## config.mk

```make
export PLATFORM = sky130hd
export DESIGN_NAME = spl_misalign_bus
export DESIGN_NICKNAME = d
export VERILOG_FILES = /design/src/rtl/spl_pkg.sv /design/src/rtl/spl_lane_plan.sv /design/src/rtl/spl_write_steer.sv /design/src/rtl/spl_cycle_seq.sv /design/src/rtl/spl_read_gather.sv /design/src/rtl/spl_misalign_bus.sv
export SDC_FILE = /design/constraint.sdc
export NUM_CORES = 1
export LEC_CHECK = 0
export BUFFER_PORTS_ARGS = -buffer_cell sky130_fd_sc_hd__buf_4
export CAP_MARGIN = 10
export CORE_ASPECT_RATIO = 1.4
export CORE_UTILIZATION = 40
export CTS_CLUSTER_SIZE = 10
export DETAILED_ROUTE_END_ITERATION = 16
export MAX_ROUTING_LAYER = met4
export SLEW_MARGIN = 15
export SYNTH_ARGS = -nofsm -noshare
export SYNTH_HDL_FRONTEND = slang
export SYNTH_HIERARCHICAL = 1
export SYNTH_SLANG_ARGS = --single-unit
```

## constraint.sdc

```tcl
create_clock -name clk -period 3.1 [get_ports clk]
set_clock_uncertainty 0.15 [all_clocks]
set_input_delay 0.465 -clock clk [delete_from_list [all_inputs] [get_ports clk]]
set_output_delay 0.465 -clock clk [all_outputs]
set_load 0.02 [all_outputs]
```

## src/rtl/spl_pkg.sv

```systemverilog
package spl_pkg;

   typedef enum logic [1:0] {
      SEQ_IDLE = 2'd0,
      SEQ_XFER = 2'd1,
      SEQ_DONE = 2'd2
   } seq_state_e;

   // Lane span of an operand over two adjacent 4-lane words.
   function automatic logic [7:0] span_of(input logic [1:0] size, input logic [1:0] off);
      logic [7:0] base;
      case (size)
         2'b00:   base = 8'h01;
         2'b01:   base = 8'h03;
         default: base = 8'h0F;
      endcase
      return base << off;
   endfunction

endpackage

```

## src/rtl/spl_lane_plan.sv

```systemverilog
module spl_lane_plan
   import spl_pkg::*;
#(
   parameter int BUS_W = 32
) (
   input  logic [1:0]         off,
   input  logic [1:0]         size,
   input  logic [BUS_W-1:0]   wdata,
   output logic [BUS_W/4-1:0] span,
   output logic [2*BUS_W-1:0] wide
);
   localparam int WIDE_W = 2 * BUS_W;

   logic [WIDE_W-1:0] padded;

   assign span   = span_of(size, off);
   assign padded = {{BUS_W{1'b0}}, wdata};
   assign wide   = padded << {off, 3'b000};

endmodule

```

## src/rtl/spl_write_steer.sv

```systemverilog
module spl_write_steer #(
   parameter int BUS_W = 32
) (
   input  logic               clk,
   input  logic               rst_n,
   input  logic               load,
   input  logic [2*BUS_W-1:0] wide_in,
   input  logic               part,
   input  logic               mirror,
   output logic [BUS_W-1:0]   bus_wdata
);
   localparam int HALF_W = BUS_W / 2;

   logic [2*BUS_W-1:0] wide_q;
   logic [BUS_W-1:0]   word_sel;

   always_ff @(posedge clk or negedge rst_n) begin
      if (!rst_n) begin
         wide_q <= '0;
      end else if (load) begin
         wide_q <= wide_in;
      end
   end

   assign word_sel  = part ? wide_q[2*BUS_W-1:BUS_W] : wide_q[BUS_W-1:0];
   assign bus_wdata = mirror ? {word_sel[BUS_W-1:HALF_W], word_sel[BUS_W-1:HALF_W]}
                             : word_sel;

endmodule

```

## src/rtl/spl_cycle_seq.sv

```systemverilog
module spl_cycle_seq
   import spl_pkg::*;
#(
   parameter int WORD_W = 30,
   parameter int NL     = 4
) (
   input  logic              clk,
   input  logic              rst_n,
   input  logic              start,
   input  logic [WORD_W-1:0] start_word,
   input  logic [2*NL-1:0]   start_span,
   input  logic              ready,
   input  logic              half,
   output logic              busy,
   output logic              done,
   output logic              in_xfer,
   output logic              strobe,
   output logic              part,
   output logic [NL-1:0]     pend,
   output logic [WORD_W-1:0] word,
   output logic [NL-1:0]     ack
);
   localparam int HL = NL / 2;

   seq_state_e        state_q;
   logic              first_q;
   logic              part_q;
   logic [NL-1:0]     pend_q;
   logic [NL-1:0]     rest_q;
   logic [WORD_W-1:0] word_q;

   logic          term;
   logic          low_on;
   logic [NL-1:0] moved;
   logic [NL-1:0] left;

   always_comb begin
      term   = (state_q == SEQ_XFER) && !first_q && ready;
      low_on = |pend_q[HL-1:0];
      moved  = (half && low_on) ? {{HL{1'b0}}, pend_q[HL-1:0]} : pend_q;
      left   = pend_q & ~moved;
   end

   always_ff @(posedge clk or negedge rst_n) begin
      if (!rst_n) begin
         state_q <= SEQ_IDLE;
         first_q <= 1'b0;
         part_q  <= 1'b0;
         pend_q  <= '0;
         rest_q  <= '0;
         word_q  <= '0;
      end else begin
         case (state_q)
            SEQ_IDLE: begin
               if (start) begin
                  state_q <= SEQ_XFER;
                  first_q <= 1'b1;
                  part_q  <= 1'b0;
                  pend_q  <= start_span[NL-1:0];
                  rest_q  <= start_span[2*NL-1:NL];
                  word_q  <= start_word;
               end
            end
            SEQ_XFER: begin
               if (first_q) begin
                  first_q <= 1'b0;
               end else if (term) begin
                  if (left != '0) begin
                     pend_q  <= left;
                     first_q <= 1'b1;
                  end else if (!part_q && (rest_q != '0)) begin
                     part_q  <= 1'b1;
                     pend_q  <= rest_q;
                     rest_q  <= '0;
                     word_q  <= word_q + 1'b1;
                     first_q <= 1'b1;
                  end else begin
                     state_q <= SEQ_DONE;
                  end
               end
            end
            SEQ_DONE: state_q <= SEQ_IDLE;
            default:  state_q <= SEQ_IDLE;
         endcase
      end
   end

   assign busy    = (state_q != SEQ_IDLE);
   assign done    = (state_q == SEQ_DONE);
   assign in_xfer = (state_q == SEQ_XFER);
   assign strobe  = in_xfer && first_q;
   assign part    = part_q;
   assign pend    = pend_q;
   assign word    = word_q;
   assign ack     = term ? moved : '0;

endmodule

```

## src/rtl/spl_read_gather.sv

```systemverilog
module spl_read_gather #(
   parameter int BUS_W = 32
) (
   input  logic               clk,
   input  logic               rst_n,
   input  logic               clear,
   input  logic [1:0]         off_in,
   input  logic [1:0]         size_in,
   input  logic [BUS_W/8-1:0] ack,
   input  logic               part,
   input  logic               from_low,
   input  logic [BUS_W-1:0]   rdata,
   output logic [BUS_W-1:0]   rd_data
);
   localparam int NL = BUS_W / 8;
   localparam int HL = NL / 2;

   logic [2*BUS_W-1:0] rbuf_q;
   logic [1:0]         off_q;
   logic [1:0]         size_q;
   logic [2*BUS_W-1:0] shifted;
   logic [BUS_W-1:0]   keep;

   always_ff @(posedge clk or negedge rst_n) begin
      if (!rst_n) begin
         rbuf_q <= '0;
         off_q  <= '0;
         size_q <= '0;
      end else if (clear) begin
         rbuf_q <= '0;
         off_q  <= off_in;
         size_q <= size_in;
      end else begin
         for (int i = 0; i < NL; i++) begin
            if (ack[i]) begin
               rbuf_q[int'(part)*BUS_W + i*8 +: 8] <=
                  rdata[((from_low && (i >= HL)) ? (i - HL) : i)*8 +: 8];
            end
         end
      end
   end

   always_comb begin
      case (size_q)
         2'b00:   keep = {{(BUS_W-8){1'b0}}, 8'hFF};
         2'b01:   keep = {{(BUS_W-16){1'b0}}, 16'hFFFF};
         default: keep = '1;
      endcase
      shifted = rbuf_q >> {off_q, 3'b000};
      rd_data = shifted[BUS_W-1:0] & keep;
   end

endmodule

```

## src/rtl/spl_misalign_bus.sv

```systemverilog
module spl_misalign_bus
   import spl_pkg::*;
#(
   parameter int ADDR_W  = 32,
   parameter int BUS_W   = 32,
   parameter bit HALF_EN = 1'b1
) (
   input  logic                clk,
   input  logic                rst_n,
   input  logic                req_valid,
   input  logic                req_write,
   input  logic                req_io,
   input  logic [1:0]          req_size,
   input  logic [ADDR_W-1:0]   req_addr,
   input  logic [BUS_W-1:0]    req_wdata,
   output logic                req_busy,
   output logic                req_done,
   output logic [BUS_W-1:0]    req_rdata,
   output logic                bus_strobe,
   output logic                bus_active,
   output logic [ADDR_W-3:0]   bus_word,
   output logic [BUS_W/8-1:0]  bus_be_n,
   output logic                bus_write,
   output logic                bus_mem,
   output logic [BUS_W-1:0]    bus_wdata,
   input  logic [BUS_W-1:0]    bus_rdata,
   input  logic                bus_ready,
   input  logic                bus_half
);
   localparam int NL     = BUS_W / 8;
   localparam int HL     = NL / 2;
   localparam int WORD_W = ADDR_W - 2;

   if (BUS_W != 32) begin : g_bad_bus
      $error("spl_misalign_bus: BUS_W must be 32");
   end
   if (ADDR_W < 4) begin : g_bad_addr
      $error("spl_misalign_bus: ADDR_W must be at least 4");
   end

   logic              half_eff;
   logic              start;
   logic [2*NL-1:0]   span;
   logic [2*BUS_W-1:0] wide;
   logic              part;
   logic [NL-1:0]     pend;
   logic [NL-1:0]     ack;
   logic [WORD_W-1:0] word;
   logic              upper_only;
   logic              write_q;
   logic              mem_q;

   if (HALF_EN) begin : g_half
      assign half_eff = bus_half;
   end else begin : g_full
      assign half_eff = 1'b0;
   end

   assign start = req_valid && !req_busy;

   spl_lane_plan #(.BUS_W(BUS_W)) u_plan (
      .off   (req_addr[1:0]),
      .size  (req_size),
      .wdata (req_wdata),
      .span  (span),
      .wide  (wide)
   );

   spl_cycle_seq #(.WORD_W(WORD_W), .NL(NL)) u_seq (
      .clk        (clk),
      .rst_n      (rst_n),
      .start      (start),
      .start_word (req_addr[ADDR_W-1:2]),
      .start_span (span),
      .ready      (bus_ready),
      .half       (half_eff),
      .busy       (req_busy),
      .done       (req_done),
      .in_xfer    (bus_active),
      .strobe     (bus_strobe),
      .part       (part),
      .pend       (pend),
      .word       (word),
      .ack        (ack)
   );

   assign upper_only = ~|pend[HL-1:0];

   spl_write_steer #(.BUS_W(BUS_W)) u_wr (
      .clk       (clk),
      .rst_n     (rst_n),
      .load      (start),
      .wide_in   (wide),
      .part      (part),
      .mirror    (upper_only),
      .bus_wdata (bus_wdata)
   );

   spl_read_gather #(.BUS_W(BUS_W)) u_rd (
      .clk      (clk),
      .rst_n    (rst_n),
      .clear    (start),
      .off_in   (req_addr[1:0]),
      .size_in  (req_size),
      .ack      (ack),
      .part     (part),
      .from_low (half_eff && upper_only),
      .rdata    (bus_rdata),
      .rd_data  (req_rdata)
   );

   always_ff @(posedge clk or negedge rst_n) begin
      if (!rst_n) begin
         write_q <= 1'b0;
         mem_q   <= 1'b1;
      end else if (start) begin
         write_q <= req_write;
         mem_q   <= !req_io;
      end
   end

   assign bus_word  = word;
   assign bus_be_n  = bus_active ? ~pend : '1;
   assign bus_write = write_q;
   assign bus_mem   = mem_q;

endmodule

```

[Yosys cells after proc, flatten, opt, wreduce, memory -nomap -nowiden]
Index checks and enable logic that the tools add are counted.
Word-level totals
  memory bits (read-only): 0
  bits of input ports: 105
  bits in registers: 176
  latch bits: 0
  output and inout bits: 104
  memory bits (writable): 0
  memories: 0
Cells by class
  multiply operators: 0
  mux-type cells: 57
  equal/unequal tests: 11
  div/mod/pow operators: 0
  magnitude comparators: 0
  $add $sub $neg: 8
  shift-type cells: 13
  bitwise operators: 4
  reduce and logical (&&, ||, !) cells: 24
Operators by type and width (number)
  $mux 64: 8
  $bwmux 64: 4
  $shift 8x33->64 const A: 4
  $shiftx 8x33->64: 4
  $mux 30: 5
  $neg 32->33: 3
  $pmux 32 s2: 1
  $shiftx 32x32->8: 2
  $shl 32x5->64: 1
  $shr 64x5->32: 1
  $pmux 30 s2: 1
  $mux 4: 13
  $neg 6->33: 1
  $and 32x32->32: 1
  $mux 32: 1
  $add 30x1->30 const B: 1
  $pmux 4 s2: 3
  $mux 16: 1
  $add 6x5->7 const B: 2
  $mux 2: 7
  $mux 1: 10
  $reduce_and 5->1: 2
  $ne 2x2->1 const B: 4
  $not 4->4: 2
  17 further kinds: 35

[Longest topological paths before layout]
Gate-level depths: netlist of run 1.
  depth in word-level cells: 15
  mapped depth: 9

[Modules after synthesis]
The synthesis of run 1 kept the hierarchy.
Modules (own cells, without submodules)
  spl_read_gather: seq. area each 1501.4 µm², cells an instance 303, area each 3360.7 µm², times used 1
  spl_write_steer: seq. area each 1601.5 µm², cells an instance 173, area each 2965.3 µm², times used 1
  spl_cycle_seq: seq. area each 1051.0 µm², cells an instance 306, area each 2595.0 µm², times used 1
  spl_lane_plan: seq. area each 0.0 µm², cells an instance 118, area each 884.6 µm², times used 1
  spl_misalign_bus: seq. area each 51.3 µm², cells an instance 12, area each 118.9 µm², times used 1

[Least setup slack after synthesis of run 1]
OpenSTA, ideal clock, no wires.
  path kind: register -> output
  start point: register u_seq.state_q[1]
  end point: output bus_strobe
  required time: 2.485 ns
  slack: 0.738 ns
  stages on the path, launching flop included: 7
  data arrival time: 1.747 ns
  cell sequence: dfrtp_1 nand2b_1 buf_2 clkinv_1 buf_2 clkbuf_1 and2_1
Between the ends
  word-level cells in the longest chain between the ends: 2
RTL lines
  start, declared: line spl_cycle_seq.sv:25  | seq_state_e state_q;
  start signal, assigned: line spl_cycle_seq.sv:46  | state_q <= SEQ_IDLE;
  start signal, assigned: line spl_cycle_seq.sv:56  | state_q <= SEQ_XFER;
  start signal, assigned: line spl_cycle_seq.sv:78  | state_q <= SEQ_DONE;
  $eq 2x1->1: line spl_cycle_seq.sv:90  | assign in_xfer = (state_q == SEQ_XFER);
  via bus_active: line spl_misalign_bus.sv:20  | output logic bus_active,
  $logic_and 1x1->1: line spl_cycle_seq.sv:91  | assign strobe = in_xfer && first_q;
  end, declared: line spl_misalign_bus.sv:19  | output logic bus_strobe,
The timed path passes the listed nets, and every way through them passes these cells.

[Worst setup path in the final report of run 1]
  start point: register u_rd.off_q[0]
  end point: output req_rdata[8]
Between the ends
  word-level cells in the longest chain between the ends: 2
RTL lines
  start, declared: line spl_read_gather.sv:19  | logic [1:0] off_q;
  start signal, assigned: line spl_read_gather.sv:31  | off_q <= off_in;
  $shr 64x5->32: line spl_read_gather.sv:49  | shifted = rbuf_q >> {off_q, 3'b000};
  $and 32x32->32: line spl_read_gather.sv:50  | rd_data = shifted[BUS_W-1:0] & keep;
  end, declared: line spl_misalign_bus.sv:18  | output logic [BUS_W-1:0] req_rdata,
No other way between the ends.

==> results of run 1 <==
[cell families (layout without fill, tap and decap cells)]
family,Yosys count,in the layout,synth area share
buffers and inverters,83,269,0.05610
other,1,9,0.0003779
and+or+nand+nor,237,237,0.1195
DFF,168,168,0.4237
AOI/OAI and AO/OA,203,203,0.1345
adders and majority gates,1,1,0.001261
muxes,219,219,0.2645
[critical path, stage by stage (launching register included)]
cell,delay [ps]
dfrtp_1,780
buf_4,470
mux2i_1,300
o22ai_1,130
buf_4,200
[layer usage]
layer	track usage	share of wire
met1	0.2898	0.41
met2	0.4099	0.51
met3	0.04520	0.052
met4	0.09680	0.031
met5	-	0
[worst max-delay path by stage]
stage	start	end	cells past startpoint
2_1_floorplan	u_seq/state_q[1]$_DFFE_PN0P_	bus_strobe	6
3_3_place_gp	u_rd/off_q[0]$_DFFE_PN0P_	req_rdata[13]	4
3_5_place_dp	u_rd/off_q[0]$_DFFE_PN0P_	req_rdata[8]	4
4_1_cts	u_rd/off_q[0]$_DFFE_PN0P_	req_rdata[8]	4
5_1_grt	u_rd/off_q[0]$_DFFE_PN0P_	req_rdata[8]	4
6_report	u_rd/off_q[0]$_DFFE_PN0P_	req_rdata[8]	4
[power by group through the flow]
stage               Combinational (mW)  Clock, mW  Sequential (mW)
detailed placement                6.17          0             3.88
finish                            6.15       2.33             3.85
CTS                               6.19       2.39             3.85
global placement                  6.12          0             3.86
global route                      6.61       2.47             3.99
floorplan                         4.21          0             3.78
[registers in the layout, indices dropped and copies added, names as in the netlist, 2 cells and up]
| name | count |
|---|---|
| u_rd/off_q | 2 |
| u_rd/rbuf_q | 56 |
| u_rd/size_q | 2 |
| u_seq/pend | 4 |
| u_seq/rest_q | 4 |
| u_seq/state_q | 2 |
| u_seq/word | 30 |
| u_wr/wide_q | 64 |
[timing repair]
action	in CTS	in global routing
hold buffers	2	0
hold endpoints to repair	54	0
gates resized for setup	0	0
[placed cells by master, fill, tap and decap left out, drive strengths merged, types with 2 or more instances in the layout]
master       netlist  final
and2              15     15
nand2b             8      8
dfrtp            167    167
nor3               5      5
a221oi             3      3
a2bb2oi            6      6
clkinv             1      5
and4               8      8
bufinv             0      5
mux2i            110    110
mux4              24     24
a41oi              2      2
o21ai             45     45
nand2             62     62
nor2b              4      4
o2bb2ai           32     32
nor4               3      3
nand3             31     31
nand4              9      9
o21bai             2      2
mux2              85     85
dlygate4sd3        0      2
conb               1      9
o21a               2      2
o31ai              2      2
a32oi              3      3
o22ai             29     29
and3              27     27
a21oi             57     57
clkbuf            16     19
inv                5      7
nand3b             2      2
o22a               4      4
buf               61    230
a31oi              4      4
a22o               6      6
a21o               2      2
nor2              60     60
[area by class of cell]
type	instances	area (sq um)
tap	310	387.9
multi-input combinational	669	5197
clock inverter	12	195.2
timing repair buffer	232	1788
sequential	168	4207
inverter	6	22.52
fill	2286	11900
clock buffer	19	442.9
[stage by stage]
stage / hold WS, ps / cell area (sq um) / cells
3_3_place_gp: 306.1 / 11580 / 1383
2_1_floorplan: 19.41 / 9955 / 920
5_1_grt: 96.58 / 12240 / 1416
6_report: 115.1 / 12240 / 1416
4_1_cts: 87.87 / 12240 / 1416
3_5_place_dp: 322.0 / 11580 / 1383
==> metrics.txt, run 1 <==
Hold Crit Depth=2; Crit. End Element=primary output; Final Net Count=1200; final worst setup slack=165.5 ps; most common cell in the netlist=dfrtp_1; dpl ws=628.9 ps; wire length per cell=20.75 um; EDFF count, synth=0; synth top area cells=dfrtp_1, mux2i_1, mux2_2, mux4_2, o2bb2ai_1; synth cell count leaders=dfrtp_1, mux2i_1, mux2_2, nand2_1, nor2_1; worst hold-check path type=input pin to register; vias in the first global route=8362; status=completed; Clock Tree Buf Depth=2; Sequential Power Share=0.312; Reg2Reg Launch Point=u_seq/state_q[0]$_DFFE_PN0P_; number of synthesized register bits=168; WS Path Type=register to primary output; share of cells above drive strength 1=0.3490; Hold EP=bus_write$_DFFE_PN0P_; # setup viols final=0; DRC violations left=0; antenna cells=0; max-slew headroom at the worst pin=0.4628; Worst Path Required=2480 ps; grt total ovfl=0; worst r2r dst=u_seq/word[20]$_DFFE_PN0P_; io pins=209; Crit Path Max Fanout=22; vias post-DR=8102; Total Power=12.33 mW; final WL=29.38 mm; synthesized netlist cell count=912; P_int=7.280 mW; Die W=135.1 um; Clock power frac=0.189; predominant post-synthesis flop cell=dfrtp_1; Die Height=188.4 um; final critical-path required period=2934 ps; post-layout util=0.5070; Slew Viols, Final=0; clk sinks=168; YS warnings=6; Switch Pwr=5.049 mW; largest area contributor in the synthesized netlist=dfrtp_1; die footprint=25450 sq um; insertion delay to the later sink of the worst-skew pair=430 ps; DRT iter0 DRCs=445; R2R depth=7; Root Driver=clkbuf_16; Total Neg Setup Slack=0 ps; pin count of the biggest net entering global routing=94; Global Route Usage Sum=0.2454; Clock transition at path regs=60 ps; total core area=24140 sq um; port bufs=208; fin crit share=0.9466; drt pass-1 iters=5; Distinct cells, synth=64; Net Sw Frac=0.4095; startpoint types=register; CTS tree=built; Leak=5.713 nW; HPWL after detailed placement=21.29 mm; CTS H-tree depth=4; Max IR drop VDD=0.0005278 V; initial antenna violation count=0; layout overhead on the synthesized area=23.34%; first-pass GRT wire length=46.22 mm; Routed Antenna Nets=0; TritonCTS buffer count=17; hold path startpoint=req_write; Placement Rows=67; gpl congestion=0.8973; Comb power frac=0.499; WP data arrival=2320 ps; RSZ-0062 raised after global routing=false; worst slew pin tran=804.2 ps; Max Cap Viol=0; Synth top area share=0.4211; Avg Cell Area, Syn=10.88 sq um; Synth Cell Area=9925 sq um; Achievable Freq=0.3408 GHz; vias per cell=5.722; Worst R2R Setup Slack=640 ps; PD cells=1007 nW/um^2; Setup Fix Bufs, Post-CTS=0; Fin. Hold Viols=0; register area share after synthesis=0.4237; Initial Utilization=0.4111; Async S/R FF share, synth=1.000
Note: power is estimated with default switching activity, not from simulation.
==> run 2, diff against run 1 <==
--- a/config.mk
+++ b/config.mk
@@ -12,6 +12,7 @@
 export CTS_CLUSTER_SIZE = 10
 export DETAILED_ROUTE_END_ITERATION = 16
 export MAX_ROUTING_LAYER = met4
+export RECOVER_POWER = 50
 export SLEW_MARGIN = 15
 export SYNTH_ARGS = -nofsm -noshare
 export SYNTH_HDL_FRONTEND = slang
==> constraint.sdc (replaced) <==
create_clock -name clk -period 2.8 [get_ports clk]
set_clock_uncertainty 0.15 [all_clocks]
set_input_delay 0.42 -clock clk [delete_from_list [all_inputs] [get_ports clk]]
set_output_delay 0.42 -clock clk [all_outputs]
set_load 0.02 [all_outputs]
==> metrics.txt, run 2 (synthesized netlist as in run 1, its figures left out) <==
status=finished with violations; failing checks=max-capacitance violations, max-slew violations; commonest cells after routing, fill and taps aside=buf_4, dfrtp_1, mux2i_1, mux2_2, nand2_1; Initial Utilization=0.4111; CP max stage delay=680 ps; Slew Viols, Final=52; share of cells above drive strength 1=0.3129; Clock Tree Buf Depth=2; vias in the first global route=7989; first-pass GRT wire length=44.93 mm; max reg flops=64; TritonCTS buffer count=17; Critical-path top delay cell=dfrtp_1; # setup viols final=0; Hold Buf Count CTS=2; Largest Register=u_wr/wide_q; HPWL after detailed placement=20.71 mm; filler instances=2323; Die W=135.1 um; wire length per cell=20.58 um; commonest non-fill, non-tap cell in the layout=buf_4; fin crit share=0.9423; Total Neg Setup Slack=0 ps; Crit Path Max Fanout=14; PD cells=1116 nW/um^2; total core area=24140 sq um; layout overhead on the synthesized area=22.34%; port bufs=208; gpl congestion=0.9354; Achievable Freq=0.3790 GHz; DRC violations left=0; vias post-DR=8047; Clock transition at path regs=70 ps; clk sinks=168; Placement Rows=67; antenna cells=0; Final Net Count=1202; Die Height=188.4 um; critical path, cell by cell=o21ai_1 > o22ai_1 > buf_4; RSZ-0062 raised after global routing=false; WS Path Type=register to primary output; Leak=5.589 nW; die footprint=25450 sq um; max-slew headroom at the worst pin=-0.01937; Crit. End Element=primary output; Max Cap Viol=1; DP Cell Count=1385; final WL=29.21 mm; Root Driver=clkbuf_16; Max IR drop VDD=0.0005739 V; Setup Fix Bufs, Post-CTS=0; DRT iter0 DRCs=601; post_cts resized=0; io pins=209; pin count of the biggest net entering global routing=108; Fin. Hold Viols=0; initial antenna violation count=0; grt total ovfl=0; Global Route Usage Sum=0.2396; WP data arrival=2070 ps; final critical-path required period=2638 ps; startpoint types=register; vias per cell=5.671; CTS tree=built; CTS H-tree depth=4; Routed Antenna Nets=0; insertion delay to the later sink of the worst-skew pair=430 ps; worst slew pin tran=1529 ps; worst hold-check path type=input pin to register; area of the multi-input gates=5184 sq um; post-route non-filler standard cell count=1419; Sequential Area=4207 sq um; Worst Path Required=2230 ps; drt pass-1 iters=5
-- run 2: critical path, delay by kind of cell (launching register included) --
kind | cells | cell delay, ps
AOI/OAI and AO/OA | 2 | 750
buffers and inverters | 1 | 200
DFF | 1 | 680
-- run 2: area by class of cell --
type,count,area share
sequential,168,0.3465
inverter,6,0.001855
clock buffer,22,0.03823
multi-input combinational,669,0.4269
clock inverter,10,0.01566
timing repair buffer,234,0.1389
tap,310,0.03195
-- run 2: metrics by stage --
| step | hold WS, ps | utilization | instance area, sq um | total power, mW | worst slack [ps] |
|---|---|---|---|---|---|
| CTS | 50.14 | 0.5093 | 12300 | 13.84 | 117.2 |
| global placement | 279.2 | 0.4814 | 11620 | 11.04 | 477.0 |
| floorplan | -25.59 | - | 9955 | 8.850 | 483.3 |
| detailed placement | 277.1 | 0.4814 | 11620 | 11.15 | 431.4 |
| global route | 49.64 | 0.5029 | 12140 | 14.33 | 87.93 |
| finish | 67.35 | 0.5029 | 12140 | 13.54 | 161.7 |
-- run 2: routing by layer --
metal  vias to the layer above  GRT usage  share of wire
met5                         -          -              0
met4                         0    0.08600          0.026
met3                        36    0.04089          0.051
met2                       250     0.3895           0.50
met1                      4010     0.2977           0.42
li1                       3751          -              -
-- run 2: worst paths after layout --
path                                               from                          end  slack [ps]  cells past startpoint
min in group asynchronous                         rst_n  u_rd/rbuf_q[14]$_DFFE_PN0P_         750                      2
setup reg to reg           u_seq/state_q[0]$_DFFE_PN0P_   u_seq/word[19]$_DFFE_PN0P_         290                      8
hold reg to reg                     bus_mem$_DFFE_PN1P_          bus_mem$_DFFE_PN1P_         310                      2
max in group asynchronous                         rst_n   u_rd/rbuf_q[0]$_DFFE_PN0P_         660                      3
hold / removal                                req_write        bus_write$_DFFE_PN0P_          70                      2
setup / recovery              u_rd/off_q[1]$_DFFE_PN0P_                req_rdata[11]         160                      3
-- run 2: report_power, final --
| part | switching, mW | internal [mW] |
|---|---|---|
| registers | 0.944 | 3.34 |
| logic | 3.67 | 2.93 |
| clock network | 1.02 | 1.64 |
==> run 3, diff against run 2 <==
--- a/config.mk
+++ b/config.mk
@@ -16,5 +16,4 @@
 export SLEW_MARGIN = 15
 export SYNTH_ARGS = -nofsm -noshare
 export SYNTH_HDL_FRONTEND = slang
-export SYNTH_HIERARCHICAL = 1
 export SYNTH_SLANG_ARGS = --single-unit
==> metrics.txt, run 3 <==
Async S/R FF share, synth=1.000; Max Cap Viol=1; final worst setup slack=116.2 ps; commonest non-fill, non-tap cell in the layout=buf_4; register area share after synthesis=0.4383; EDFF count, synth=0; synth top area cells=dfrtp_1, mux4_2, nand2_1, mux2i_1, o21ai_0; WS Path Type=register to primary output; Slew Viols, Final=73; vias post-DR=8060; Final Net Count=1257; io pins=209; uppermost layer routed=met4; Setup Fix Bufs, Post-CTS=0; worst r2r dst=u_wr.wide_q[42]$_DFFE_PN0P_; Worst Path Required=2230 ps; Routed Antenna Nets=0; Clock transition at path regs=70 ps; CTS H-tree depth=4; share of cells above drive strength 1=0.2646; DRC violations left=0; failing checks=max-capacitance violations, max-slew violations; startpoint types=register; Die W=129.3 um; filler instances=2131; Global Route Usage Sum=0.2500; Fin. Hold Viols=0; DP Cell Count=1427; Total Power=13.03 mW; fin crit share=0.9585; # setup viols final=0; Worst R2R Setup Slack=400 ps; max-slew headroom at the worst pin=-0.02391; R2R depth=4; total core area=22100 sq um; number of synthesized register bits=159; final critical-path required period=2684 ps; predominant post-synthesis flop cell=dfrtp_1; first-pass GRT wire length=43.61 mm; Sequential Power Share=0.315; Leak=5.219 nW; Achievable Freq=0.3726 GHz; insertion delay to the later sink of the worst-skew pair=420 ps; WP data arrival=2110 ps; drt pass-1 iters=5; HPWL after detailed placement=18.80 mm; Total Neg Setup Slack=0 ps; met3 wire len=1.283 mm; DRT met1 WL=11.52 mm; YS warnings=0; Crit. End Element=primary output; Clock Tree Buf Depth=2; Synth Cell Area=9081 sq um; CTS tree=built; TritonCTS buffer count=17; die footprint=23320 sq um; Reg2Reg Launch Point=u_seq.state_q[1]$_DFFE_PN0P_; synth cell count leaders=dfrtp_1, nand2_1, nor2_1, o21ai_0, nand3_1; Comb power frac=0.488; dpl ws=502.5 ps; worst slew pin tran=1536 ps; Hold Crit Depth=3; largest area contributor in the synthesized netlist=dfrtp_1; clk sinks=159; antenna cells=0; grt total ovfl=0; Distinct cells, synth=53; status=finished with violations; Max IR drop VDD=0.0005667 V; hold path startpoint=req_write; commonest cells after routing, fill and taps aside=buf_4, nand2_1, dfrtp_1, nor2_1, o21ai_0; Syn Nets=1079; Hold EP=bus_write$_DFFE_PN0P_; gpl congestion=0.8859; Die Height=180.3 um; vias per cell=5.517; final WL=26.95 mm; RSZ-0062 raised after global routing=false; post-route non-filler standard cell count=1461; Synth top area share=0.4354; met2 wire len=13.52 mm; worst hold-check path type=input pin to register; pin count of the biggest net entering global routing=117; wire length per cell=18.45 um; P_int=7.393 mW; layout overhead on the synthesized area=26.54%; Initial Utilization=0.4109; initial antenna violation count=0; port bufs=208; Crit Path Max Fanout=17; DRT iter0 DRCs=471; Net Sw Frac=0.4326; Placement Rows=64; Avg Cell Area, Syn=9.333 sq um; Switch Pwr=5.638 mW; vias in the first global route=7853; synthesized netlist cell count=973; Root Driver=clkbuf_16; PD cells=1134 nW/um^2; Clock power frac=0.197
-- run 3: worst max-delay path, stage by stage (launching register included) --
cell and delay [ps]:
dfrtp_2 640, buf_4 350, mux2_2 380, nand2_1 60
o21ai_0 80, buf_4 170
-- run 3: layout make-up --
| cell class | count | area [sq um] | share of cell area |
|---|---|---|---|
| Multi-Input combinational cell | 724 | 4735 | 0.4120 |
| Sequential cell | 159 | 3983 | 0.3466 |
| Timing Repair Buffer | 239 | 1720 | 0.1497 |
| Clock buffer | 17 | 425.4 | 0.03702 |
| Tap cell | 297 | 371.6 | 0.03234 |
| Clock inverter | 15 | 219.0 | 0.01905 |
| Inverter | 10 | 37.54 | 0.003267 |
-- run 3: cells by family (layout without fill, tap and decap cells) --
logic type / count (synthesis) / in the layout / synth area share
AOI/OAI and AO/OA: 224 / 224 / 0.1538
buffers and inverters: 90 / 281 / 0.04147
muxes: 113 / 113 / 0.1719
DFF: 159 / 159 / 0.4383
adders and majority gates: 1 / 1 / 0.001378
and+or+nand+nor: 386 / 386 / 0.1932
-- run 3: how the worst max path moves through the flow --
stage	from	end	slack, ps	cells after the start
5_1_grt	u_seq.part$_DFFE_PN0P_	bus_wdata[3]	20	5
6_report	u_seq.part$_DFFE_PN0P_	bus_wdata[3]	120	5
4_1_cts	u_seq.part$_DFFE_PN0P_	bus_wdata[3]	90	5
3_3_place_gp	u_seq.pend[3]$_DFFE_PN0P_	u_seq.word[16]$_DFFE_PN0P_	550	6
3_5_place_dp	u_seq.pend[3]$_DFFE_PN0P_	u_seq.word[16]$_DFFE_PN0P_	500	6
2_1_floorplan	u_seq.part$_DFFE_PN0P_	bus_wdata[10]	410	5
-- run 3: what timing repair did --
action	in CTS	in global routing
gates resized for setup	0	0
hold endpoints to repair	42	0
hold buffers	2	0
-- run 3: power groups by stage --
stage	combinational [mW]	clock, mW	sequential, mW
2_1_floorplan	4.17	0	4.11
3_3_place_gp	6.51	0	4.12
3_5_place_dp	6.59	0	4.14
4_1_cts	6.60	2.62	4.11
5_1_grt	6.96	2.72	4.25
6_report	6.36	2.56	4.11
-- run 3: through the flow --
stage,util,instance area (sq um),hold slack [ps]
2_1_floorplan,-,9081,-25.59
3_3_place_gp,0.4964,10970,231.5
3_5_place_dp,0.4964,10970,237.5
4_1_cts,0.5265,11640,22.98
5_1_grt,0.5199,11490,27.30
6_report,0.5199,11490,38.86
-- run 3: metal layers --
layer,global-route usage,vias to the layer above
li1,-,3858
met1,0.3219,3931
met2,0.3959,236
met3,0.04157,35
met4,0.08659,0
met5,-,-
